==> config.mk <==
export PLATFORM = sky130hd
export DESIGN_NAME = burst_event_counter
export DESIGN_NICKNAME = d
export VERILOG_FILES = /design/src/rtl/bec_pkg.sv /design/src/rtl/bec_event_mux.sv /design/src/rtl/bec_burst_ctrl.sv /design/src/rtl/bec_count_path.sv /design/src/rtl/burst_event_counter.sv
export SDC_FILE = /design/constraint.sdc
export NUM_CORES = 1
export LEC_CHECK = 0
export BUFFER_PORTS_ARGS = -buffer_cell sky130_fd_sc_hd__buf_2
export CORE_ASPECT_RATIO = 1.75
export CORE_MARGIN = 2
export CORE_UTILIZATION = 47
export CTS_CLUSTER_DIAMETER = 150
export DETAILED_ROUTE_END_ITERATION = 10
export GPL_TIMING_DRIVEN = 0
export HOLD_SLACK_MARGIN = 0.1
export MAX_ROUTING_LAYER = met4
export PLACE_DENSITY = 0.78
export REMOVE_ABC_BUFFERS = 1
export SLEW_MARGIN = 20
export SYNTH_ARGS = -nofsm -noshare
export SYNTH_HDL_FRONTEND = slang
export SYNTH_SLANG_ARGS = --single-unit
==> constraint.sdc <==
create_clock -name clk -period 3.5 [get_ports clk]
set_input_delay 0.7 -clock clk [delete_from_list [all_inputs] [get_ports clk]]
set_output_delay 0.7 -clock clk [all_outputs]
set_load 0.1 [all_outputs]
==> src/rtl/bec_pkg.sv <==
package bec_pkg;
  // Strobes from the burst control to the counting datapath.
  typedef struct packed {
    logic hit;   // selected event present this cycle
    logic inc;   // counting rule says advance
  } cntStrobe_t;
endpackage

==> src/rtl/bec_event_mux.sv <==
module bec_event_mux #(
  parameter int NUM_EV = 128,
  localparam int SEL_W = $clog2(NUM_EV),
  localparam int HALF  = NUM_EV / 2
) (
  input  logic [SEL_W-1:0] eventSel,
  input  logic [HALF-1:0]  sharedEvents,
  input  logic [HALF-1:0]  chanEvents,
  output logic             eventHit
);
  // Private events sit above the shared ones, so selector HALF+k lands on chanEvents[k].
  logic [NUM_EV-1:0] allEvents;
  assign allEvents = {chanEvents, sharedEvents};
  assign eventHit  = allEvents[eventSel];
endmodule

==> src/rtl/bec_burst_ctrl.sv <==
module bec_burst_ctrl
  import bec_pkg::*;
#(
  parameter int SIZE_W = 5,
  parameter int GRAN_W = 5,
  parameter int DIST_W = 6
) (
  input  logic              clk,
  input  logic              rstN,
  input  logic              eventHit,
  input  logic [SIZE_W-1:0] burstSize,
  input  logic [GRAN_W-1:0] burstGran,
  input  logic [DIST_W-1:0] burstDist,
  output cntStrobe_t        strobes
);
  // One spare bit so the saturated "long ago" value exceeds any programmed gap.
  localparam int GAP_W = ((DIST_W > GRAN_W) ? DIST_W : GRAN_W) + 1;
  localparam logic [GAP_W-1:0]  GAP_MAX = '1;
  localparam logic [SIZE_W-1:0] GRP_MAX = '1;

  logic [GAP_W-1:0]  sinceLast;
  logic [SIZE_W-1:0] groupCnt;
  logic [SIZE_W-1:0] nextGroup;
  logic              gapInside, distReached, burstMode, reachSize;

  always_comb begin
    gapInside   = sinceLast <= GAP_W'(burstGran);
    distReached = sinceLast >= GAP_W'(burstDist);
    burstMode   = burstSize >= SIZE_W'(2);
    if (groupCnt != '0 && gapInside)
      nextGroup = (groupCnt == GRP_MAX) ? GRP_MAX : groupCnt + 1'b1;
    else if (distReached)
      nextGroup = SIZE_W'(1);
    else
      nextGroup = '0;               // blocked until a quiet period of burstDist
    reachSize   = (nextGroup == burstSize) && (groupCnt != burstSize);
    strobes.hit = eventHit;
    strobes.inc = eventHit && (burstMode ? reachSize : 1'b1);
  end

  always_ff @(posedge clk or negedge rstN) begin
    if (!rstN) begin
      sinceLast <= GAP_MAX;
      groupCnt  <= '0;
    end else if (eventHit) begin
      sinceLast <= GAP_W'(1);
      groupCnt  <= nextGroup;
    end else if (sinceLast != GAP_MAX) begin
      sinceLast <= sinceLast + 1'b1;
    end
  end

  // A counted burst is never followed by another count on the very next cycle.
  p_single_inc_r7: assert property (@(posedge clk) disable iff (!rstN)
    (strobes.inc && burstMode) |=>
      !(strobes.inc && $stable(burstSize) && $stable(burstGran) && $stable(burstDist)));
endmodule

==> src/rtl/bec_count_path.sv <==
module bec_count_path
  import bec_pkg::*;
#(
  parameter int CNT_W = 32
) (
  input  logic             clk,
  input  logic             rstN,
  input  cntStrobe_t       strobes,
  input  logic             freezeCnt,
  input  logic             condEnable,
  output logic [CNT_W-1:0] countValue,
  output logic             ovfCondition
);
  logic [CNT_W-1:0] countQ;

  always_ff @(posedge clk or negedge rstN) begin
    if (!rstN)                         countQ <= '0;
    else if (strobes.inc && !freezeCnt) countQ <= countQ + 1'b1;
  end

  assign countValue   = countQ;
  assign ovfCondition = condEnable & countQ[CNT_W-1];

  p_freeze_hold_r4: assert property (@(posedge clk) disable iff (!rstN)
    $past(freezeCnt) |-> countQ == $past(countQ));

  p_step_one_r3: assert property (@(posedge clk) disable iff (!rstN)
    (countQ == $past(countQ)) || (countQ == $past(countQ) + 1'b1));

  p_inc_from_hit_r10: assert property (@(posedge clk) disable iff (!rstN)
    (countQ != $past(countQ)) |-> $past(strobes.hit));

  p_wrap_r6: assert property (@(posedge clk) disable iff (!rstN)
    ($past(countQ) == '1 && $past(strobes.inc) && !$past(freezeCnt)) |-> countQ == '0);
endmodule

==> src/rtl/burst_event_counter.sv <==
module burst_event_counter
  import bec_pkg::*;
#(
  parameter int CNT_W  = 32,
  parameter int NUM_EV = 128,
  parameter int SIZE_W = 5,
  parameter int GRAN_W = 5,
  parameter int DIST_W = 6,
  localparam int SEL_W = $clog2(NUM_EV),
  localparam int HALF  = NUM_EV / 2
) (
  input  logic              clk,
  input  logic              rstN,
  input  logic              freezeCnt,
  input  logic              condEnable,
  input  logic [SEL_W-1:0]  eventSel,
  input  logic [SIZE_W-1:0] burstSize,
  input  logic [GRAN_W-1:0] burstGran,
  input  logic [DIST_W-1:0] burstDist,
  input  logic [HALF-1:0]   sharedEvents,
  input  logic [HALF-1:0]   chanEvents,
  output logic [CNT_W-1:0]  countValue,
  output logic              ovfCondition
);
  logic       eventHit;
  cntStrobe_t strobes;

  bec_event_mux #(.NUM_EV(NUM_EV)) i_mux (
    .eventSel(eventSel), .sharedEvents(sharedEvents),
    .chanEvents(chanEvents), .eventHit(eventHit));

  bec_burst_ctrl #(.SIZE_W(SIZE_W), .GRAN_W(GRAN_W), .DIST_W(DIST_W)) i_ctrl (
    .clk(clk), .rstN(rstN), .eventHit(eventHit), .burstSize(burstSize),
    .burstGran(burstGran), .burstDist(burstDist), .strobes(strobes));

  bec_count_path #(.CNT_W(CNT_W)) i_path (
    .clk(clk), .rstN(rstN), .strobes(strobes), .freezeCnt(freezeCnt),
    .condEnable(condEnable), .countValue(countValue), .ovfCondition(ovfCondition));
endmodule

==> flow_summary.yaml, run 1 <==
status:
  status: "finished clean"
pwr:
  leakage_nw: 2.37
  cellPowerDensity_nw_per_um2: 402
  ir_drop_v: 0.000246
hold_path:
  timing.hold.worst.class: "reg -> reg"
  hold_path_depth: 1
  hold_path_startpoint: "i_path.countValue[31]"
  holdPathEnd: "i_path.countValue[31]"
floorplanning:
  core.rowCount: 43
  num_io_pins: 188
  start_util_pct: 47.7
  design.die.area_um2: 8740
  chipWidth_um: 71.5
  die_h_um: 122
  coreArea_um2: 7860
timing:
  timing.final.setup_violations: 0
  finClkSkew_ns: 0.00675
  max_clock_freq_ghz: 0.302
  post-route-min-period_ns: 3.32
  worst_pin_slew_ns: 0.954
  grt_setup_unrepaired: "false"
  finalMaxSlewViolations: 0
  timing.final.hold_violations: 0
  post-route-period-util_pct: 94.7
  slew_headroom_pct: 36.4
synthesis:
  synth_enable_flop_cells: 0
  ys_types: 48
  synth_async_sr_flop_share_pct: 100
  postSynth.topFlopCell: "dfrtp_1"
  synth.avg_cell_area_um2: 10.6
  portion_of_the_post_synthesis_area_used_by_sequential_elements_pct: 29.6
  synthesis.instances: 355
  synth_area_um2: 3750
  ys_ff_latch: 44
  synth_warn: 0
routing:
  drt_first_pass_iters: 4
  first_iter_violations: 146
  postRouteWirelength_mm: 10.3
  route.vias.total: 3616
  post-route-drc-count: 0
  detail_route_antenna_nets: 0
  drt-vias-per-instance: 5.81
  wl_per_cell_um: 16.6
placement:
  dp.cells: 612
  finalWeightedCongestion: 0.862
  port-buffer-count: 187
  detailed_place_hpwl_mm: 8.18
finish:
  count_of_inserted_antenna_diode_cells: 0
  layout-drive-gt1-share_pct: 46.1
  final_common_cell: "buf_2"
  final_nets: 701
  most-common-layout-cells: "buf_2, dfrtp_1, xnor2_1"
  final_core_util_pct: 62.2
  fin_cells: 622
  layout_overhead_on_the_synthesized_area_pct: 30.3
worst_setup_path:
  crit_path_end_kind: "flop"
  critical_path_class: "in -> reg"
  worst-r2r-cell-count: 8
  rr_startpoint: "i_ctrl.sinceLast[4]"
  cp.required_ns: 3.68
  r2r_end: "i_path.countValue[1]"
  critical_path_peak_fanout: 16
  crit_arrival_ns: 3.49
  reg2reg_setup_slack_ns: 0.21
  worstSetupStartpointType: "input port"
global_route:
  grt_max_degree: 45
  number_of_global_route_vias_before_repair: 3722
  globalRoute.totalOverflow: 0
  globalRouteTotalUtil_pct: 23.9
  wire_length_of_the_first_global_routing_pass_mm: 16.2
  grt_antenna_before_repair: 0
clocking:
  cts_tree: "yes"
  worstSkewPairLatency_ns: 0.29
  clockBufferDepth: 2
  cts-buffers-inserted: 5
  cts.reportedPaths.clkPinSlew_ns: 0.06
  clock_sinks: 44
  cts_root_buf: "clkbuf_16"
  htree_levels: 2
run:
  total_of_max_cap_violations: 0
==> metrics by stage <==
stage	worst slack [ns]	setup TNS, ns	hold slack (ns)	total power, W	area (µm²)
floorplan	0.124	0	0.404	0.00114	3600
global route	0.0384	0	0.510	0.00208	4890
detailed placement	-0.531	-14.42	0.482	0.00138	4650
finish	0.184	0	0.490	0.00196	4890
global placement	-0.487	-12.71	0.469	0.00136	4650
CTS	0.0382	0	0.495	0.00195	4840
==> sequential cells by signal (all words and copies together) (netlist names) <==
register,flops
i_ctrl.groupCnt,5
i_ctrl.sinceLast,7
i_path.countValue,32
==> cells by family after synthesis <==
logic type	Yosys count	share of synthesized area, %
AND/OR/NAND/NOR	121	16.7
AO/OA/AOI/OAI	49	9.44
multiplexers	44	23.4
flip-flops	44	29.6
XOR/XNOR	43	10.0
buffers and inverters	39	5.84
adder cells (fa/ha/maj)	15	5.01
==> cell type report <==
type	instances	area [µm²]
clock buffer	6	139
clock inverter	2	38.8
fill	651	2970
inverter	19	71.3
multi-input combinational	273	2450
sequential	44	1110
tap	90	113
timing repair buffer	188	965
==> worst max-delay path by stage <==
stage / cells after the start / slack [ns] / to / start
after global placement: 10 / -0.49 / i_path.countValue[1] / burstGran[4]
after global routing: 10 / 0.04 / i_path.countValue[1] / burstGran[4]
after floorplan: 9 / 0.12 / i_path.countValue[1] / burstGran[4]
after detailed placement: 10 / -0.53 / i_path.countValue[1] / burstGran[4]
after CTS: 10 / 0.04 / i_path.countValue[1] / burstGran[4]
final: 10 / 0.18 / i_path.countValue[1] / burstGran[4]
==> power breakdown <==
group	internal [W]	switching [W]	total, W	leakage [nW]
logic	0.000333	0.000423	0.000757	1.70
clock network	0.000357	0.000195	0.000552	0.0871
registers	0.000569	0.0000860	0.000655	0.585
==> metal layers <==
layer	part of all wire, %	wire (µm)	global-route usage (%)	vias up
li1	-	-	-	1698
met1	33	3390	22.9	1729
met2	59	6060	46.6	161
met3	5.7	584	3.31	28
met4	2.8	284	9.08	0
met5	0	0	-	-
==> critical path: stages <==
cell	delay [ns]
buf_2	0.08
inv_1	0.05
ha_1	0.31
a2111oi_2	0.42
o211ai_1	0.23
a21oi_4	0.30
mux2i_1	0.34
xor2_1	0.33
o2111a_4	0.37
mux2_2	0.35
==> cells in the mapped netlist (3+ instances only) <==
| cell type | count | area [µm²] |
|---|---|---|
| nand2_1 | 24 | 90.1 |
| xnor2_1 | 34 | 298 |
| o22ai_1 | 5 | 31.3 |
| nand3_1 | 19 | 95.1 |
| nor3_1 | 4 | 20.0 |
| buf_2 | 3 | 15.0 |
| nand2b_1 | 6 | 37.5 |
| and2_1 | 5 | 31.3 |
| a31oi_1 | 4 | 25.0 |
| buf_6 | 6 | 67.6 |
| mux2_2 | 4 | 45.0 |
| o221ai_1 | 4 | 35.0 |
| inv_1 | 19 | 71.3 |
| mux2i_1 | 6 | 60.1 |
| a21oi_1 | 6 | 30.0 |
| o2bb2ai_1 | 3 | 26.3 |
| clkbuf_1 | 7 | 26.3 |
| and4_1 | 4 | 35.0 |
| nor2_1 | 24 | 90.1 |
| nand4_1 | 18 | 113 |
| nor4_1 | 3 | 18.8 |
| a2111oi_0 | 4 | 35.0 |
| o211ai_1 | 3 | 22.5 |
| xor2_1 | 9 | 78.8 |
| nor2b_1 | 4 | 25.0 |
| and3_1 | 7 | 43.8 |
| dfstp_2 | 7 | 184 |
| o21ai_0 | 8 | 40.0 |
| dfrtp_1 | 37 | 926 |
| ha_1 | 15 | 188 |
| mux4_2 | 32 | 721 |
==> what timing repair did <==
action	CTS	global route
setup buffers	0	1
pin swaps	0	0
resized for setup	4	3
setup endpoints to repair	31	31
hold buffers	0	0
cloned	0	1
No activity file was read; power rests on OpenSTA's default activity.
==> run 2, diff against run 1 <==
- CORE_UTILIZATION: 47 -> 42
- PLACE_DENSITY: 0.78 -> 0.73
- clock period: 3.5 -> 2.85 ns (I/O delays scaled with it)
==> flow_summary.yaml, run 2 (synthesis results as in run 1) <==
placement:
  post-place-ws_ns: -1.13
  dp.cells: 639
  detailed_place_hpwl_mm: 8.80
  placedInstanceArea_um2: 4680
  port-buffer-count: 187
  finalWeightedCongestion: 0.902
hold_path:
  timing.hold.worst.class: "in -> async"
timing:
  finClkSkew_ns: 0.00627
  post-route-period-util_pct: 103
  slew_headroom_pct: 40.0
  timing.final.hold_violations: 0
  final.setup.tns_ns: -0.853
  timing.final.setup_violations: 23
  max_clock_freq_ghz: 0.341
  finalMaxSlewViolations: 0
  holdWs_ns: 0.258
  grt_setup_unrepaired: "true"
  worst_pin_slew_ns: 0.892
  post-route-min-period_ns: 2.94
  final.setup.worst_slack_ns: -0.0852
finish:
  fillerInstances: 775
  stdcell_area_um2: 5120
  final_nets: 711
  layout_overhead_on_the_synthesized_area_pct: 36.5
  fin_cells: 659
  most-common-layout-cells: "buf_2, dfrtp_1, xnor2_1"
  flip_flop_count_of_the_largest_register_after_layout: 32
  layout-drive-gt1-share_pct: 50.0
  final_common_cell: "buf_2"
  count_of_inserted_antenna_diode_cells: 0
routing:
  route.vias.total: 3766
  wl_per_cell_um: 17.7
  drt_first_pass_iters: 4
  detail_route_antenna_nets: 0
  postRouteWirelength_mm: 11.6
  drt-vias-per-instance: 5.71
  post-route-drc-count: 0
  detailroute.wirelength.met3_um: 755
  highest_layer: "met4"
  first_iter_violations: 172
  detail_route.wirelength.met1_mm: 3.78
  route.met2.wl_mm: 6.60
floorplanning:
  start_util_pct: 43.2
  num_io_pins: 188
  core.rowCount: 45
  design.die.area_um2: 9730
  die_h_um: 129
  chipWidth_um: 75.4
  coreArea_um2: 8670
worst_setup_path:
  cp.required_ns: 3.05
  timing.critical_path.slowest_cell_delay_ns: 0.56
  cpMaxStageDelayCell: "dfstp_2"
  crit_path_end_kind: "flop"
  cell_breakdown_of_the_critical_path: "ha_4 > a2111oi_4 > o211ai_1 > a21oi_2 > mux2i_2 > xor2_2 > buf_4 > o2111a_4 > nand4_1 > xnor2_1"
  worst-r2r-cell-count: 10
  critical_path_class: "reg -> reg"
  critical_path_peak_fanout: 8
  worstSetupStartpointType: "flop"
  crit_arrival_ns: 3.13
global_route:
  number_of_global_route_vias_before_repair: 3994
  wire_length_of_the_first_global_routing_pass_mm: 18.1
  grt_antenna_before_repair: 0
  globalRoute.totalOverflow: 0
  globalRouteTotalUtil_pct: 25.2
  grt_max_degree: 45
run:
  total_of_max_cap_violations: 0
clocking:
  cts.reportedPaths.clkPinSlew_ns: 0.06
  htree_levels: 2
  cts_root_buf: "clkbuf_16"
  cts-buffers-inserted: 5
  cts.hold.buffers_added: 0
  worstSkewPairLatency_ns: 0.29
  cts_tree: "yes"
  clock_sinks: 44
  clockBufferDepth: 2
pwr:
  leakage_nw: 2.44
  cellPowerDensity_nw_per_um2: 508
  ir_drop_v: 0.000329
status:
  status: "complete, but fails checks"
  failed_checks: "negative setup slack"
## run 2: cell count changes in the layout (fill, tap and decap cells not counted), moves of 3 or more
cell     before  now
nand3_1      19   11
buf_6         1    4
buf_4         1    8
nand3_2       0    8
## run 2: critical path, delay by kind of cell (launching register included)
| kind | cells | cell delay [ns] |
|---|---|---|
| DFF | 1 | 0.56 |
| buffers and inverters | 1 | 0.14 |
| xor gates and xnor gates | 2 | 0.42 |
| muxes | 1 | 0.32 |
| and+or+nand+nor | 1 | 0.17 |
| AOI/OAI and AO/OA | 4 | 1.03 |
| adders and majority gates | 1 | 0.21 |
## run 2: stage by stage
stage | power (W) | util [%]
CTS | 0.00259 | 58.2
global placement | 0.00166 | 54.0
global route | 0.00275 | 59.0
floorplan | 0.00140 | -
finish | 0.00260 | 59.0
detailed placement | 0.00171 | 54.0
## run 2: routing by layer
layer / vias to the layer above / global-route usage (%)
met1: 1818 / 22.7
met3: 36 / 4.39
met2: 193 / 47.1
li1: 1719 / -
met4: 0 / 13.4
met5: - / -
## run 2: power breakdown
group          total [W]  internal [W]  switching, W
sequential      0.000806      0.000699      0.000107
clock           0.000688      0.000439      0.000249
combinational    0.00110      0.000513      0.000591
total            0.00260       0.00165      0.000947
## run 2: final cells by class
| cell class | count | area (µm²) | area share (%) |
|---|---|---|---|
| inverters | 19 | 71.3 | 1.39 |
| clock buffers | 6 | 139 | 2.71 |
| well taps | 117 | 146 | 2.86 |
| flip-flops and latches | 44 | 1110 | 21.7 |
| multi-input cells | 274 | 2570 | 50.3 |
| repair buffers | 197 | 1040 | 20.3 |
| clock inverters | 2 | 38.8 | 0.758 |
## run 2: worst paths after layout
path | start | end | slack (ns)
max | i_ctrl.sinceLast[4] | i_path.countValue[15] | -0.09
min | rstN | i_path.countValue[19] | 0.26
max reg2reg | i_ctrl.sinceLast[4] | i_path.countValue[15] | -0.09
min reg2reg | i_path.countValue[31] | i_path.countValue[31] | 0.48
max in group asynchronous | rstN | i_ctrl.groupCnt[3] | 2.18
min in group clk | i_path.countValue[31] | i_path.countValue[31] | 0.48
## run 2: repair_timing
item | CTS | global route
gates cloned | 2 | 0
setup endpoints to repair | 44 | 33
pin swaps | 9 | 16
resized for setup | 17 | 13
buffers inserted | 9 | 1
